===== config.mk =====
export PLATFORM = sky130hd
export DESIGN_NAME = tap_shift_chain
export DESIGN_NICKNAME = d
export VERILOG_FILES = /design/src/rtl/tsc_pkg.sv /design/src/rtl/tsc_cell.sv /design/src/rtl/tsc_tap_sel.sv /design/src/rtl/tap_shift_chain.sv
export SDC_FILE = /design/constraint.sdc
export NUM_CORES = 1
export LEC_CHECK = 0
export BUFFER_PORTS_ARGS = -buffer_cell sky130_fd_sc_hd__buf_2
export CAP_MARGIN = 20
export CORE_UTILIZATION = 25
export DETAILED_ROUTE_END_ITERATION = 6
export HOLD_SLACK_MARGIN = 0.05
export PLACE_DENSITY_LB_ADDON = 0.08
export SYNTH_ARGS = -nofsm -noshare
export SYNTH_HDL_FRONTEND = slang
export SYNTH_SLANG_ARGS = --single-unit

===== constraint.sdc =====
create_clock -name clk -period 2.6 [get_ports clk]
set_input_delay 0.52 -clock clk [delete_from_list [all_inputs] [get_ports clk]]
set_output_delay 0.52 -clock clk [all_outputs]
set_load 0.02 [all_outputs]

===== src/rtl/tsc_pkg.sv =====
package tsc_pkg;
  typedef enum logic {
    TSC_DYNAMIC = 1'b0,
    TSC_STATIC  = 1'b1
  } tsc_mode_e;
endpackage


===== src/rtl/tsc_cell.sv =====
module tsc_cell #(
  parameter int DEPTH = 32,
  parameter int LW    = $clog2(DEPTH)
) (
  input  logic          clk,
  input  logic          rst_n,
  input  logic          en,
  input  logic          din,
  input  logic [LW-1:0] addr,
  output logic          tap,
  output logic          casc
);
  logic [DEPTH-1:0] bits_q;
  logic [DEPTH-1:0] bits_d;

  // next state: shift one place when enabled, else hold
  always_comb begin
    bits_d = bits_q;
    if (en) begin
      bits_d = {bits_q[DEPTH-2:0], din};
    end
  end

  // storage carries no reset by design
  always_ff @(posedge clk) begin
    bits_q <= bits_d;
  end

  assign tap  = bits_q[addr];
  assign casc = bits_q[DEPTH-1];

  a_r1_shift_in: assert property (@(posedge clk) disable iff (!rst_n)
    en |=> bits_q[0] == $past(din));

  a_r2_oldest_out: assert property (@(posedge clk) disable iff (!rst_n)
    en |=> casc == $past(bits_q[DEPTH-2]));

  a_r7_hold: assert property (@(posedge clk) disable iff (!rst_n)
    !en |=> $stable(casc) && $stable(tap) || $changed(addr));
endmodule


===== src/rtl/tsc_tap_sel.sv =====
module tsc_tap_sel #(
  parameter int CELLS = 4,
  parameter int CW    = $clog2(CELLS)
) (
  input  logic [CELLS-1:0] taps,
  input  logic [CW-1:0]    sel,
  output logic             y
);
  always_comb begin
    y = taps[sel];
  end
endmodule


===== src/rtl/tap_shift_chain.sv =====
module tap_shift_chain
  import tsc_pkg::*;
#(
  parameter int        CELLS     = 4,
  parameter int        DEPTH     = 32,
  parameter tsc_mode_e MODE      = TSC_DYNAMIC,
  parameter int        AW        = $clog2(CELLS) + $clog2(DEPTH),
  parameter int        FIXED_TAP = 0
) (
  input  logic             clk,
  input  logic             rst_n,
  input  logic             shift_en,
  input  logic             serial_in,
  input  logic [AW-1:0]    tap_addr,
  output logic             tap_out,
  output logic [CELLS-1:0] cell_casc
);
  localparam int LW = $clog2(DEPTH);
  localparam int CW = AW - LW;

  logic [CELLS-1:0] cell_din;
  logic [CELLS-1:0] cell_tap;
  logic [AW-1:0]    sel_addr;
  logic             sel_bit;

  // in static mode the tap place is a build-time constant
  always_comb begin
    sel_addr = (MODE == TSC_STATIC) ? AW'(FIXED_TAP) : tap_addr;
  end

  for (genvar k = 0; k < CELLS; k++) begin : g_cell
    if (k == 0) begin : g_head
      assign cell_din[k] = serial_in;
    end else begin : g_link
      assign cell_din[k] = cell_casc[k-1];
    end

    tsc_cell #(.DEPTH(DEPTH), .LW(LW)) u_cell (
      .clk  (clk),
      .rst_n(rst_n),
      .en   (shift_en),
      .din  (cell_din[k]),
      .addr (sel_addr[LW-1:0]),
      .tap  (cell_tap[k]),
      .casc (cell_casc[k])
    );
  end

  tsc_tap_sel #(.CELLS(CELLS), .CW(CW)) u_sel (
    .taps(cell_tap),
    .sel (sel_addr[AW-1:LW]),
    .y   (sel_bit)
  );

  if (MODE == TSC_STATIC) begin : g_static
    logic [1:0] rs_q;
    logic       out_q;
    logic       out_d;

    // asynchronous assertion, synchronous release
    always_ff @(posedge clk or negedge rst_n) begin
      if (!rst_n) rs_q <= 2'b00;
      else        rs_q <= {rs_q[0], 1'b1};
    end

    always_comb begin
      out_d = out_q;
      if (rs_q[1] && shift_en) begin
        out_d = sel_bit;
      end
    end

    always_ff @(posedge clk or negedge rst_n) begin
      if (!rst_n) out_q <= 1'b0;
      else        out_q <= out_d;
    end

    assign tap_out = out_q;

    a_r6_static_load: assert property (@(posedge clk) disable iff (!rst_n)
      (shift_en && rs_q[1]) |=> tap_out == $past(sel_bit));

    a_r7_static_hold: assert property (@(posedge clk) disable iff (!rst_n)
      !shift_en |=> $stable(tap_out));
  end else begin : g_dynamic
    assign tap_out = sel_bit;
  end
endmodule


# Word-level counts from Yosys, hierarchy flattened
# Cells that the tools add are included.
[totals] input_bits=11 out_inout_bits=5 register_bits=128
[op_classes] n_mux=10 order_cmp=2
[ops] cell="$bmux 1 s5" count=4
[ops] cell="$lt 5x6->1 const B" count=1
[ops] cell="$mux 1" count=5
[ops] cell="$lt 2x3->1 const B" count=1
[ops] cell="$bmux 1 s2" count=1

# Logic depth before layout (Yosys ltp)
[depth] ltp_word=4 mapped_depth=8 depth_no_buf=5

# Cells and area by module
# A second synthesis with hierarchy kept.
[hier_totals] hier_cells=293 area_unflattened_um2=5167.5
[by_module_without_submodules] module="tsc_cell" instances=4 cells_each=73 area_per_inst_um2=1286.2
[by_module_without_submodules] module="tsc_tap_sel" instances=1 cells_each=1 area_per_inst_um2=22.5

# Least setup slack after synthesis
# Ideal clock, no wire load.
[synth_timing] path_kind="in2out" start="input tap_addr[1]" end="output tap_out" path_slack_ps=-30 cell_stages=6 arrival_time_ps=2110 path_cell_list="buf_6 mux4_2 mux4_2 and3b_1 a31oi_1 nand4_1"
[synth_via] elab_chain_len=4 word_cells_on_any_way=10 classes_between="mux (10)"
[synth_lines] element="start, declared" line="tap_shift_chain.sv:14" rtl="input logic [AW-1:0] tap_addr,"
[synth_lines] element="$bmux 1 s5" line="tsc_cell.sv:29" rtl="assign tap = bits_q[addr];"
[synth_lines] element="$mux 1 (not written as such)" line="tsc_cell.sv:29"
[synth_lines] element="$bmux 1 s2 *" line="tsc_tap_sel.sv:10" rtl="y = taps[sel];"
[synth_lines] element="$mux 1 (not written as such) *" line="tsc_tap_sel.sv:10"
[synth_lines] element="end, declared" line="tap_shift_chain.sv:15" rtl="output logic tap_out,"
# Every way passes the cells marked *; elsewhere a longest branch is shown, timed or not. The select of a mux whose other input is x is not followed.

# Final worst setup path
[layout_timing] start="register g_cell[0].u_cell.bits_q[7]" end="output tap_out"
[layout_via] elab_chain_len=4
[layout_lines] element="start, declared" line="tsc_cell.sv:13" rtl="logic [DEPTH-1:0] bits_q;"
[layout_lines] element="start signal, assigned" line="tsc_cell.sv:26" rtl="bits_q <= bits_d;"
[layout_lines] element="$bmux 1 s5" line="tsc_cell.sv:29"
[layout_lines] element="$mux 1 (not written as such)" line="tsc_cell.sv:29"
[layout_lines] element="$bmux 1 s2" line="tsc_tap_sel.sv:10"
[layout_lines] element="$mux 1 (not written as such)" line="tsc_tap_sel.sv:10"
# Every way passes these cells. The select of a mux whose other input is x is not followed.

==> impl_metrics.csv <==
group,metric,value,unit
hold_path,holdPathStages,1,
layout,fin_cells,532,
critical_path,crit_family,"multiplexers",
detailed_routing,wl_per_cell,17.6,um
power,pwr_density_cell,817,mW/mm^2
logic_synthesis,synth_simple_gate_area_share,3.34,%
critical_path,crit_required,2.08,ns
run,cap_violations,0,
critical_path,crit_slowest_cell,"mux4_2",
detailed_routing,drtIter0Drc,162,
critical_path,rr_startpoint,"g_cell[0].u_cell.bits_q[5]$_DFFE_PP_",
place,hpwl,6030,um
logic_synthesis,async_reset_ff_share,0,%
critical_path,cp_cell_sequence,"mux4_2 > mux4_2 > and3b_1 > a31oi_1 > nand4_1 > buf_6",
power,peakVddDrop,0.423,mV
cts,cts_tree,"done",
global_routing,antenna_found_initial,0,
global_routing,grt_overflow,0,
power,p_sw_share,20.4,%
global_routing,grt_pass1_vias,2419,
sta,fin_crit_sh,114,%
cts,cts.path.max_buffers,2,
critical_path,r2r-end,"g_cell[0].u_cell.bits_q[6]$_DFFE_PP_",
layout,final_nets,265,
critical_path,setup.worst_path.class,"reg -> out",
critical_path,crit_fanout,2,
global_routing,grt_usage,10.4,%
sta,worst_slew_pin_slew,0.467,ns
global_routing,grt_pass1_wl,14900,um
hold_path,hold_path.class,"in -> reg",
logic_synthesis,syn_inst,218,
die,coreArea,0.0195,mm^2
critical_path,r2r_cells,1,
critical_path,startpoint_type,"register",
critical_path,cp.depth,6,
status,violations,"setup timing",
logic_synthesis,synthFlopType,"edfxtp_1",
cts,clockRootBuffer,"clkbuf_16",
sta,finalHoldViolCount,0,
detailed_routing,wl,9370,um
sta,skew,0.00402,ns
logic_synthesis,ys.warnings.count,0,
critical_path,slowest_delay,0.51,ns
logic_synthesis,synth_cell_types,24,
layout,drive_above_1_share,32.0,%
place,io_buffers,14,
critical_path,crit_buf_inv,1,
logic_synthesis,avgSynthCellArea,22.9,um^2
global_routing,grt_max_degree,40,
layout,largest-register,"g_cell.u_cell.bits_q",
die,die_w,143,um
cts,clock_latency,0.41,ns
cts,clock_sinks,128,
logic_synthesis,syn_nets,229,
logic_synthesis,ys_ff_latch,128,
cts,cts_buffers,17,
sta,setup_viol,1,
layout,final_util,31.0,%
logic_synthesis,seq_area_frac_synth,77.1,%
place,place_congestion,0.701,
sta,worst_slack,-0.361,ns
critical_path,worstPathArrival,2.44,ns
power,finalPower,0.00494,W
power,intPower,0.00393,W
place,place_ws,-0.261,ns
hold_path,holdPathEnd,"g_cell[0].u_cell.bits_q[0]$_DFFE_PP_",
critical_path,r2r_setup_slack,1.80,ns
die,io_pins,16,
hold_path,worstHoldStart,"serial_in",
die,rows,51,
logic_synthesis,synth-adder-area-share,0,%
detailed_routing,routed-via-count,2272,
layout,nFillCells,1929,
sta,fin_crit,2.96,ns
place,dp_cells,499,
place,placed_area,0.00550,mm^2
sta,timing.fmax,0.338,GHz
detailed_routing,drtPass1Iterations,4,
power,p_leak,2.03,nW
power,switchingPower,0.00101,W
die,die-area,0.0205,mm^2
detailed_routing,viasPerCell,4.27,
layout,final_cell_area,0.00605,mm^2
die,start_util,25.5,%
critical_path,cpMostUsedCell,"mux4_2",
detailed_routing,post-route-drc-count,0,
critical_path,worstSetupEndpointType,"output pin",
logic_synthesis,synthMuxAreaShare,17.0,%
sta,rsz0062_at_grt,"true",
status,status,"finished with violations",
layout,top_regs,"g_cell.u_cell.bits_q: 128 flops",
die,die_y,143,um
logic_synthesis,syn_area,0.00499,mm^2
layout,synthToLayoutAreaGrowth,21.4,%
power,pwr-share-seq,49.8,%
logic_synthesis,synth_edf_count,128,
power,clkPwrFrac,44.4,%
layout,largest_register_ff_count,128,
cts,clk_transition_reported_paths,0.05,ns
logic_synthesis,synth-xor-area-share,0,%
logic_synthesis,synth_top_family_by_area,"multiplexers",
sta,slew_violations,0,
sta,relSlewSlack,68.8,%
cts,h-tree-depth,4,
detailed_routing,ant_nets,0,
logic_synthesis,synth_compound_area_share,0.753,%
power,combinationalPowerShare,5.8,%
## timing repair
item	4_1_cts	5_1_grt
setup endpoints to repair	1	1
pin swaps	1	0
setup buffers	0	1
resized for setup	2	0
hold buffers	0	0
## logic make-up after synthesis
logic type | after synthesis
compound gates | 5
buf+inv | 15
flops | 128
mux | 42
simple gates | 28
## layout make-up
type | count | area, um^2 | area share, %
Clock buffer | 21 | 440 | 7.27
Timing Repair Buffer | 32 | 289 | 4.77
Tap cell | 265 | 332 | 5.48
Sequential cell | 128 | 3840 | 63.5
Clock inverter | 10 | 95.1 | 1.57
Multi-Input combinational cell | 75 | 1050 | 17.4
Antenna cell | 1 | 2.50 | 0.0413
## cell usage after synthesis, drive strengths merged, types with 3 or more instances
master | number | area (um^2)
buf | 13 | 83.8
edfxtp | 128 | 3840
mux2i | 9 | 90.1
mux4 | 33 | 758
nand2 | 3 | 11.3
nand3 | 4 | 20.0
nor2 | 5 | 18.8
nor2b | 3 | 18.8
nor4 | 3 | 18.8
## worst max path at each step
stage                                               startpoint  endpoint  slack (ns)
after floorplan                                    tap_addr[1]   tap_out      -0.003
after global placement                             tap_addr[1]   tap_out       -0.27
after detailed placement                           tap_addr[1]   tap_out       -0.26
after CTS                 g_cell[0].u_cell.bits_q[7]$_DFFE_PP_   tap_out       -0.41
after global routing      g_cell[0].u_cell.bits_q[7]$_DFFE_PP_   tap_out       -0.51
final                     g_cell[0].u_cell.bits_q[7]$_DFFE_PP_   tap_out       -0.36
## power by group through the flow
stage | Clock [W] | Combinational [W] | Sequential, W
5_1_grt | 0.00236 | 0.000312 | 0.00248
4_1_cts | 0.00227 | 0.000295 | 0.00246
6_report | 0.00219 | 0.000286 | 0.00246
3_3_place_gp | 0 | 0.000291 | 0.00250
2_1_floorplan | 0 | 0.000168 | 0.00248
3_5_place_dp | 0 | 0.000290 | 0.00250
## metal layers
metal | track usage [%] | up-vias | share of wire, %
li1 | - | 1012 | -
met1 | 15.0 | 1215 | 52
met2 | 13.9 | 32 | 43
met3 | 3.62 | 13 | 3.5
met4 | 4.54 | 0 | 1.3
met5 | 0 | - | 0
## stage by stage
stage	TNS, ns	hold WS (ns)
global route	-0.514	0.265
global placement	-0.275	0.425
finish	-0.361	0.287
detailed placement	-0.261	0.423
CTS	-0.407	0.259
floorplan	-0.00260	0.417
## placed cells by master, fill, tap and decap left out, drive strengths merged, types with 3 or more instances in the layout
master    n
nor2b     3
edfxtp  128
buf      32
nor4      3
clkbuf   21
mux2i     9
mux4     33
clkinv    8
nor2      5
nand3     4
nand2     3
No activity file was read; power rests on OpenSTA's default activity.
